<file path="src/rtl/wbar_pkg.sv">
package wbar_pkg;
   function automatic int cnt_bits(input int lat);
      return (lat <= 2) ? 1 : $clog2(lat);
   endfunction
endpackage

</file>
<file path="src/rtl/wbar_track.sv">
module wbar_track #(
   parameter int N_WARPS = 16
) (
   input  logic               clk,
   input  logic               rst_n,
   input  logic [N_WARPS-1:0] warp_valid,
   input  logic [N_WARPS-1:0] arrive,
   input  logic [N_WARPS-1:0] term,
   input  logic               fire,
   output logic [N_WARPS-1:0] waiting,
   output logic               done
);
   logic [N_WARPS-1:0] sat;

   for (genvar w = 0; w < N_WARPS; w++) begin : g_warp
      logic arr_q, dead_q, hit;
      assign hit = arrive[w] & warp_valid[w] & ~term[w] & ~dead_q;
      always_ff @(posedge clk) begin
         if (!rst_n) begin
            arr_q  <= 1'b0;
            dead_q <= 1'b0;
         end else begin
            dead_q <= (dead_q | term[w]) & warp_valid[w];
            if (fire) arr_q <= hit;
            else      arr_q <= (arr_q | hit) & warp_valid[w] & ~term[w];
         end
      end
      assign waiting[w] = arr_q;
      assign sat[w]     = arr_q | dead_q | ~warp_valid[w];
   end

   assign done = (&sat) & (|waiting);
endmodule

</file>
<file path="src/rtl/wbar_timer.sv">
module wbar_timer #(
   parameter int REL_LAT = 20
) (
   input  logic clk,
   input  logic rst_n,
   input  logic done,
   output logic fire
);
   localparam int CW = wbar_pkg::cnt_bits(REL_LAT);

   if (REL_LAT == 1) begin : g_direct
      assign fire = done;
   end else begin : g_count
      logic [CW-1:0] cnt;
      assign fire = done && (cnt == CW'(REL_LAT - 1));
      always_ff @(posedge clk) begin
         if (!rst_n)              cnt <= '0;
         else if (!done || fire)  cnt <= '0;
         else                     cnt <= cnt + 1'b1;
      end
   end
endmodule

</file>
<file path="src/rtl/warp_barrier.sv">
module warp_barrier #(
   parameter int N_WARPS = 16,
   parameter int REL_LAT = 20
) (
   input  logic               clk,
   input  logic               rst_n,
   input  logic [N_WARPS-1:0] warp_valid,
   input  logic [N_WARPS-1:0] arrive,
   input  logic [N_WARPS-1:0] term,
   output logic [N_WARPS-1:0] stall_o,
   output logic               release_o
);
   if (N_WARPS < 1) begin : g_bad_warps
      $error("warp_barrier: N_WARPS must be at least 1");
   end
   if (REL_LAT < 1) begin : g_bad_lat
      $error("warp_barrier: REL_LAT must be at least 1");
   end

   logic done, fire, rel_q;

   wbar_track #(.N_WARPS(N_WARPS)) u_track (
      .clk(clk), .rst_n(rst_n), .warp_valid(warp_valid), .arrive(arrive),
      .term(term), .fire(fire), .waiting(stall_o), .done(done)
   );

   wbar_timer #(.REL_LAT(REL_LAT)) u_timer (
      .clk(clk), .rst_n(rst_n), .done(done), .fire(fire)
   );

   always_ff @(posedge clk) begin
      if (!rst_n) rel_q <= 1'b0;
      else        rel_q <= fire;
   end
   assign release_o = rel_q;
endmodule

</file>
<file path="config.mk">
export PLATFORM = sky130hd
export DESIGN_NAME = warp_barrier
export DESIGN_NICKNAME = d
export VERILOG_FILES = /design/src/rtl/wbar_pkg.sv /design/src/rtl/wbar_track.sv /design/src/rtl/wbar_timer.sv /design/src/rtl/warp_barrier.sv
export SDC_FILE = /design/constraint.sdc
export NUM_CORES = 1
export LEC_CHECK = 0
export BUFFER_PORTS_ARGS = -buffer_cell sky130_fd_sc_hd__buf_2
export CAP_MARGIN = 20
export CORE_MARGIN = 1.5
export CORE_UTILIZATION = 50
export CTS_BUF_LIST = sky130_fd_sc_hd__clkbuf_8
export DETAILED_ROUTE_END_ITERATION = 7
export HOLD_SLACK_MARGIN = 0.08
export PLACE_DENSITY = 0.84
export SLEW_MARGIN = 40
export SYNTH_ARGS = -nofsm -noshare
export SYNTH_HDL_FRONTEND = slang
export SYNTH_SLANG_ARGS = --single-unit
</file>
<file path="constraint.sdc">
create_clock -name clk -period 2.3 [get_ports clk]
set_clock_uncertainty 0.05 [all_clocks]
set_input_delay 0.46 -clock clk [delete_from_list [all_inputs] [get_ports clk]]
set_output_delay 0.46 -clock clk [all_outputs]
set_load 0.05 [all_outputs]
</file>
Word-level counts from Yosys, hierarchy flattened

Cells that the tools add are included.

Register bits after elaboration: 38
Input bits: 50
Output and inout bits: 17
Logic and storage cells: 268

Add/sub/neg operators: 1
Eq/ne operators: 1
Mux-type cells: 16
Bitwise operators: 210
Reductions and logical operators: 6

Operators by type and width:

| operator                                    | count |
|---|---|
| bitwise AND 1 bit                           | 97 |
| OR 1 bit                                    | 64 |
| inverter 1 bit                              | 49 |
| two-way mux 1 bit                           | 16 |
| AND reduction 16 bit                        | 1 |
| OR reduction 16 bit                         | 1 |
| adder 5 x 1 -> 5 bit, second input constant | 1 |
| equality test 5 bit, second input constant  | 1 |
| OR reduction 2 bit                          | 1 |
| logical AND 1 bit                           | 1 |
| zero test 1 bit                             | 1 |
| logical OR 1 bit                            | 1 |

Logic depth before layout (Yosys ltp)

Gate-level depths: netlist of the first run.

Depth in word-level cells: 7
Depth in mapped cells: 6
Depth with buffers taken out: 5

By module

A second synthesis of the first run with hierarchy kept.

Cells, all modules: 202
Area total of the unflattened synthesis: 1652.8 sq um

Modules (own cells, without submodules):

| module       | instances | cells each | area an instance (sq um) | sequential area each (sq um) |
|---|---|---|---|---|
| wbar_track   | 1         | 180        | 1415.1                   | 640.6 |
| wbar_timer   | 1         | 20         | 211.5                    | 100.1 |
| warp_barrier | 1         | 2          | 26.3                     | 20.0 |

Worst setup path after synthesis of the first run

OpenSTA, ideal clock, no wires.

Path type: input -> register
Start point: input port warp_valid[3]
End point: register u_track.g_warp[10].arr_q
Library setup time: 0.136 ns
Data arrival time: 1.342 ns
Required time: 2.114 ns
Setup slack: 0.772 ns
Cell stages on the path: 4
Path buffers: 1
Cells stage by stage: a22o_1 -> a2111oi_4 -> buf_4 -> a31oi_1

Longest elaborated chain between the ends: 6

Ends and longest elaborated chain:

| item                 | line              | source |
|---|---|---|
| start, declared      | warp_barrier.sv:7 | `input logic [N_WARPS-1:0] warp_valid,` |
| inverter 1 bit       | wbar_track.sv:29  | `assign sat[w] = arr_q \| dead_q \| ~warp_valid[w];` |
| OR 1 bit             | wbar_track.sv:29  |  |
| AND reduction 16 bit | wbar_track.sv:32  | `assign done = (&sat) & (\|waiting);` |
| bitwise AND 1 bit    | wbar_track.sv:32  |  |
| logical AND 1 bit    | wbar_timer.sv:15  | `assign fire = done && (cnt == CW'(REL_LAT - 1));` |
| two-way mux 1 bit    | wbar_track.sv:24  | `if (fire) arr_q <= hit;` |
| end signal, assigned | wbar_track.sv:24  |  |
| end signal, assigned | wbar_track.sv:25  | `else arr_q <= (arr_q \| hit) & warp_valid[w] & ~term[w];` |
| end, declared        | wbar_track.sv:16  | `logic arr_q, dead_q, hit;` |

Every way passes these cells.
A chain may end at the register's enable or synchronous reset.

Worst setup path in the final report of the first run

Start point: register u_timer.g_count.cnt[0]
End point: register u_track.g_warp[4].arr_q

Longest elaborated chain between the ends: 3

Ends and longest elaborated chain:

| item                   | line             | source |
|---|---|---|
| start, declared        | wbar_timer.sv:14 | `logic [CW-1:0] cnt;` |
| start signal, assigned | wbar_timer.sv:19 | `else cnt <= cnt + 1'b1;` |
| equality test 5 bit    | wbar_timer.sv:15 |  |
| logical AND 1 bit      | wbar_timer.sv:15 |  |
| two-way mux 1 bit      | wbar_track.sv:24 |  |
| end signal, assigned   | wbar_track.sv:24 |  |
| end signal, assigned   | wbar_track.sv:25 |  |
| end, declared          | wbar_track.sv:16 |  |

Every way passes these cells.

==> summary.md, run 1 <==
| Metric | Value |
|---|---|
| Register Area | `761 sq um` |
| Final wirelength | `~4300 um` |
| Starting Density | `0.531` |
| Antenna cells | `0` |
| Vias in the first global route | `roughly 1600` |
| Switching power | `between 300 and 400 uW` |
| Ys flop type | `dfxtp_1` |
| Critical path class | `flop to flop` |
| H-tree levels | `2` |
| Synthesis Warnings | `0` |
| Multi-input gate area | `888 sq um` |
| IO Port Bufs | `66` |
| Routed WL per cell | `12.6 um` |
| Clock power share | `0.324` |
| CP Launch Type | `flop` |
| Syn Std Cell Area | `between 1500 and 2000 sq um` |
| Fin Setup TNS | `0 ps` |
| GRT Util Overall | `0.219` |
| Async SR Flop Fraction | `0` |
| Switching share of total power | `0.265` |
| Adder-cell area share of the yosys netlist | `0.00690` |
| First-iteration detailed-routing DRC count | `77` |
| Die height | `63.2 um` |
| DR pass1 iterations | `4` |
| Gate power share | `0.139` |
| Setup Fix Bufs, Post-CTS | `0` |
| Clock Sink Count | `38` |
| Die X | `63.2 um` |
| Hold depth | `3` |
| Int Pwr | `about 950 uW` |
| CTS Buffer Depth | `2` |
| Min-delay worst type | `primary input to flop` |
| EDFF count, synth | `0` |
| XOR/XNOR Fraction of Synth Area | `0.0145` |
| Largest net degree at the start of global routing | `23` |
| Status | `completed` |
| CTS root buf | `clkbuf_8` |
| Initial antenna violation count | `0` |
| Number of synthesized register bits | `38` |
| CTS resizes | `0` |
| CTS tree | `yes` |
| Mux share of post-synthesis cell area | `0` |
| FILL cells | `roughly 330` |
| RSZ-0062 raised after global routing | `false` |
| Vias post-DR | `1801` |
| Setup Viol. Count Final | `0` |
| Reg2reg path depth | `5` |
| Synth Area in Simple Gates | `0.324` |
| Power per standard cell area | `604 nW/um^2` |
| Period utilization | `0.734` |
| DRC Markers | `0` |
| Cts hold-fix bufs | `0` |
| Post-synthesis compound-gate area fraction | `0.144` |
| Antenna Nets Post-Route | `0` |
| Share of layout cells above drive strength 1 | `0.259` |
| Reg clk slew, reported paths | `approximately 70 ps` |
| First-pass GRT wire length | `between 6000 and 7000 um` |
| Crit path capture type | `flop` |
| Syn nets | `290` |
| Seq pwr share | `0.538` |
| Lkg Pwr | `0.00103 uW` |
| Die area | `4000 sq um` |
| I/O Pins | `67` |
| WP data arrival | `approximately 1800 ps` |
| CTS Buf Count | `5` |
| # rows | `21` |
| Final Wtd Congestion | `~0.8` |
| Worst Max-Slew Pin Slew | `about 550 ps` |
| Area Overhead vs Synth | `18.6%` |
| Seq/Total Area, Yosys | `0.419` |
| Hold Vio Cnt, Final | `0` |
| Layout Nets | `roughly 340` |
| Peak supply drop | `between 0.3 and 0.4 mV` |
| Hpwl dp | `3140 um` |
| Library cells used by synthesis | `22` |
| Core footprint | `about 3400 sq um` |
| Final slew viol count | `0` |
| Largest family of logic cells by synthesized area | `simple AND/OR/NAND/NOR gates` |
| Final Critical Period | `1690 ps` |
| Mapped Cells | `between 200 and 250` |
| Fmax | `592 MHz` |
| WHS | `between 300 and 400 ps` |
| Syn Area/Cell | `between 7 and 8 sq um` |
| WP data required | `2410 ps` |
| Maximum Capacitance Violations | `0` |
| Crit Path Max Fanout | `13` |
| Via density per instance | `5.31` |
| Total congestion overflow | `0` |
| Clk_lat worst skew | `roughly 290 ps` |
| Slew Limit Headroom | `0.635` |
-- power groups by stage --
stage | registers [uW] | logic, uW | clock network [uW]
after floorplan | 708 | 121 | 0
after global placement | 712 | 177 | 0
after global routing | 701 | 199 | 453
after CTS | 698 | 181 | 422
after detailed placement | 713 | 179 | 0
final | 698 | 180 | 420
-- synthesized netlist by cell type (all sizes together) (2+ instances only) --
cell type   n  area share
nand2      19       0.039
a31oi      16       0.055
nor4        4       0.014
and4        5       0.024
nor2b      16       0.055
o21ai      16       0.044
dfxtp      38        0.42
inv         2      0.0041
nor2       81        0.17
nand3       4       0.011
xnor2       2      0.0097
buf        18       0.077
clkbuf      5       0.010
a22oi       6       0.025
-- worst max-delay path: stages (launching register included) --
cell and delay (ps):
dfxtp_1 350, ha_1 220, nand3_1 420, buf_4 340
nor2_1 100, a31oi_1 80
-- stage by stage --
step                std cells  power (uW)   util  worst slack [ps]  instance area (sq um)
floorplan                 239         829      -               772                   1810
global placement          332         889  0.607               609                   2070
detailed placement        332         892  0.607               588                   2070
CTS                       339        1300  0.630               614                   2150
global route              339        1350  0.630               484                   2150
finish                    339        1300  0.630               612                   2150
-- routing by layer --
metal	up-vias	wire, um	track usage
met1	837	1940	0.249
met4	0	63	0.103
li1	899	-	-
met5	-	0	0
met3	4	232	0.0696
met2	61	2020	0.371
-- state kept, by name (all words and copies together) (netlist names) --
name                   count
u_timer.g_count.cnt        5
u_track.g_warp.arr_q      16
u_track.g_warp.dead_q     16
release_o                  1
-- placed cells by master, fill, tap and decap left out --
cell type / instances
nor4_1: 4
buf_4: 4
buf_2: 66
a31oi_1: 16
nor3b_1: 1
inv_1: 4
nand4_1: 1
nand3_1: 4
nand2_1: 19
a22oi_1: 6
a2111oi_4: 1
ha_1: 1
dfxtp_1: 38
a22o_1: 1
clkbuf_8: 5
and4_1: 5
and4b_1: 1
o21ai_0: 16
nor2b_1: 16
nor2_1: 81
xnor2_1: 2
xor2_1: 1
-- cell families (layout without fill, tap and decap cells) --
| group | Yosys count | after routing |
|---|---|---|
| and+or+nand+nor | 132 | 132 |
| AOI/OAI and AO/OA | 40 | 40 |
| DFF | 38 | 38 |
| buffers and inverters | 25 | 79 |
| xor gates and xnor gates | 3 | 3 |
| adders and majority gates | 1 | 1 |
-- path summary, 6_finish.rpt --
| path | slack (ps) | endpoint | startpoint |
|---|---|---|---|
| setup / recovery | 610 | u_track.g_warp[4].arr_q | u_timer.g_count.cnt[0] |
| hold / removal | 330 | u_track.g_warp[9].dead_q | term[9] |
| setup reg to reg | 610 | u_track.g_warp[4].arr_q | u_timer.g_count.cnt[0] |
| hold reg to reg | 450 | u_track.g_warp[13].dead_q | u_track.g_warp[13].dead_q |
-- layout make-up --
class                      instances  share of cell area
clock buffer                       5              0.0320
clock inverter                     2             0.00349
inverter                           2             0.00349
multi-input combinational        176               0.413
sequential                        38               0.354
tap                               46              0.0268
timing repair buffer              70               0.168
Note: power is estimated with default switching activity, not from simulation.
==> run 2, diff against run 1 <==
--- a/config.mk
+++ b/config.mk
@@ -8,11 +8,11 @@
 export BUFFER_PORTS_ARGS = -buffer_cell sky130_fd_sc_hd__buf_2
 export CAP_MARGIN = 20
 export CORE_MARGIN = 1.5
-export CORE_UTILIZATION = 50
+export CORE_UTILIZATION = 46
 export CTS_BUF_LIST = sky130_fd_sc_hd__clkbuf_8
 export DETAILED_ROUTE_END_ITERATION = 7
 export HOLD_SLACK_MARGIN = 0.08
-export PLACE_DENSITY = 0.84
+export PLACE_DENSITY = 0.81
 export SLEW_MARGIN = 40
 export SYNTH_ARGS = -nofsm -noshare
 export SYNTH_HDL_FRONTEND = slang
==> constraint.sdc (replaced) <==
create_clock -name clk -period 1.55 [get_ports clk]
set_clock_uncertainty 0.05 [all_clocks]
set_input_delay 0.31 -clock clk [delete_from_list [all_inputs] [get_ports clk]]
set_output_delay 0.31 -clock clk [all_outputs]
set_load 0.05 [all_outputs]
==> summary.md, run 2 (synthesized netlist as in run 1, its figures left out) <==
| Metric | Value |
|---|---|
| Layout Nets | `378 (+9.9%)` |
| I/O Pins | `67 (unchanged)` |
| Final Wtd Congestion | `0.814 (+2.3%)` |
| Non-Filler Instances | `376 (+11%)` |
| Area Overhead vs Synth | `39.7%` |
| Cts hold-fix bufs | `0 (unchanged)` |
| CTS Buf Count | `5 (unchanged)` |
| Core footprint | `3720 sq um (+8.8%)` |
| Top Registers | `u_track.g_warp.arr_q (16), u_track.g_warp.dead_q (16), u_timer.g_count.cnt (5)` |
| IO Port Bufs | `66 (unchanged)` |
| Violated checks | `setup timing` |
| Vias post-DR | `1939 (+7.7%)` |
| Critical path class | `flop to flop` |
| Hpwl dp | `3570 um (+14%)` |
| DP Cell Count | `363 (+9.3%)` |
| Most common cell after layout, fill and taps aside | `nor2_1` |
| Antenna Nets Post-Route | `0 (unchanged)` |
| Lkg Pwr | `0.00123 uW (+19%)` |
| Maximum Capacitance Violations | `0 (unchanged)` |
| Clk_lat worst skew | `290 ps (about the same)` |
| Vias in the first global route | `1827 (+11%)` |
| Power per standard cell area | `811 nW/um^2 (+34%)` |
| Die area | `4330 sq um (+8.3%)` |
| # rows | `22 (+4.8%)` |
| Crit path capture type | `flop` |
| Via density per instance | `5.16 (-2.9%)` |
| DR pass1 iterations | `4 (unchanged)` |
| CTS tree | `yes` |
| FILL cells | `308 (-7.2%)` |
| H-tree levels | `2 (unchanged)` |
| Final wirelength | `4940 um (+16%)` |
| RSZ-0062 raised after global routing | `true` |
| Slew Limit Headroom | `0.735 (+0.100)` |
| Most frequent cells in the layout | `nor2_1 (77), buf_2 (66), buf_4 (34)` |
| Antenna cells | `0 (unchanged)` |
| Setup Viol. Count Final | `16 (+16)` |
| Clock Sink Count | `38 (unchanged)` |
| Status | `finished with violations` |
| Reg clk slew, reported paths | `80 ps (about the same)` |
| Final core utilization | `0.682 (+0.0521)` |
| CP Launch Type | `flop` |
| Crit Path Max Fanout | `6 (-7)` |
| Peak supply drop | `0.649 mV (+83%)` |
| First-pass GRT wire length | `7850 um (+16%)` |
| Final slew viol count | `0 (unchanged)` |
| Die height | `65.8 um (+4.1%)` |
| Period utilization | `1.06 (+0.330)` |
| Final Critical Period | `1650 ps (-39.4 ps)` |
| Largest net degree at the start of global routing | `19 (-17%)` |
| GRT Util Overall | `0.236 (+0.0171)` |
| Multi-input gate area | `963 sq um (+8.5%)` |
| Register Area | `772 sq um (+1.5%)` |
| Min-delay worst type | `primary input to flop` |
| WP data required | `1670 ps (-740 ps)` |
| Post-route setup slack | `-98.7 ps (-711 ps)` |
| Routed WL per cell | `13.1 um (+4.6%)` |
| CTS root buf | `clkbuf_8` |
| DRC Markers | `0 (unchanged)` |
| Fmax | `607 MHz (+2.4%)` |
| WP data arrival | `1770 ps (-30 ps)` |
| Starting Density | `0.488 (-0.0429)` |
| Share of layout cells above drive strength 1 | `0.393 (+0.134)` |
| CTS Buffer Depth | `2 (unchanged)` |
| Die X | `65.8 um (+4.1%)` |
| Worst Max-Slew Pin Slew | `393 ps (-153 ps)` |
| First-iteration detailed-routing DRC count | `115 (+49%)` |
| Hold Vio Cnt, Final | `0 (unchanged)` |
| Total congestion overflow | `0 (unchanged)` |
| Initial antenna violation count | `0 (unchanged)` |
[run 2: path summary, 6_finish.rpt]
check	startpoint	endpoint	cells past startpoint	slack, ps
setup / recovery	u_track.g_warp[8].arr_q	u_track.g_warp[14].arr_q	7	-100
hold / removal	term[4]	u_track.g_warp[4].dead_q	3	190
setup reg to reg	u_track.g_warp[8].arr_q	u_track.g_warp[14].arr_q	7	-100
hold reg to reg	u_track.g_warp[0].dead_q	u_track.g_warp[0].dead_q	2	440
[run 2: power by group]
| group | leakage (uW) | internal (uW) | total (uW) | switching [uW] |
|---|---|---|---|---|
| Sequential | 0.000313 | 1010 | 1030 | 24.1 |
| Clock | 0.0000524 | 352 | 692 | 340 |
| Combinational | 0.000866 | 152 | 333 | 181 |
[run 2: timing repair]
| item | in CTS | in global routing |
|---|---|---|
| setup endpoints to repair | 22 | 22 |
| buffers inserted | 2 | 4 |
| pin swaps | 5 | 12 |
| resized for setup | 9 | 17 |
| cloned | 1 | 0 |
[run 2: final cells by class]
| class | instances | area share |
|---|---|---|
| clock buffer | 6 | 0.0326 |
| clock inverter | 2 | 0.00346 |
| inverter | 2 | 0.00296 |
| multi-input combinational | 176 | 0.380 |
| sequential | 38 | 0.305 |
| tap | 48 | 0.0237 |
| timing repair buffer | 104 | 0.252 |
[run 2: layer usage]
metal | share of wire | track usage | wire length (um)
met2 | 0.50 | 0.412 | 2460
met3 | 0.077 | 0.0494 | 381
met1 | 0.41 | 0.283 | 2050
met4 | 0.010 | 0.0859 | 50
met5 | 0 | 0 | 0
[run 2: critical path, cell delays in order, from the launching register on]
cell and delay (ps):
dfxtp_4 380, nor2_2 50, a22oi_2 190, nand2_2 90, a2111oi_4 340, buf_4 200
buf_6 140, a31oi_2 90
[run 2: through the flow]
| stage | total power [uW] | area (sq um) | hold WS, ps | worst slack [ps] | TNS [ps] |
|---|---|---|---|---|---|
| floorplan | 1230 | 1810 | 376 | 78.1 | 0 |
| finish | 2060 | 2530 | 192 | -98.7 | -1270 |
| global placement | 1360 | 2310 | 427 | -239 | -4020 |
| global route | 2150 | 2530 | 194 | -156 | -2220 |
| detailed placement | 1360 | 2310 | 429 | -267 | -4540 |
| CTS | 2050 | 2450 | 186 | -38.2 | -208 |
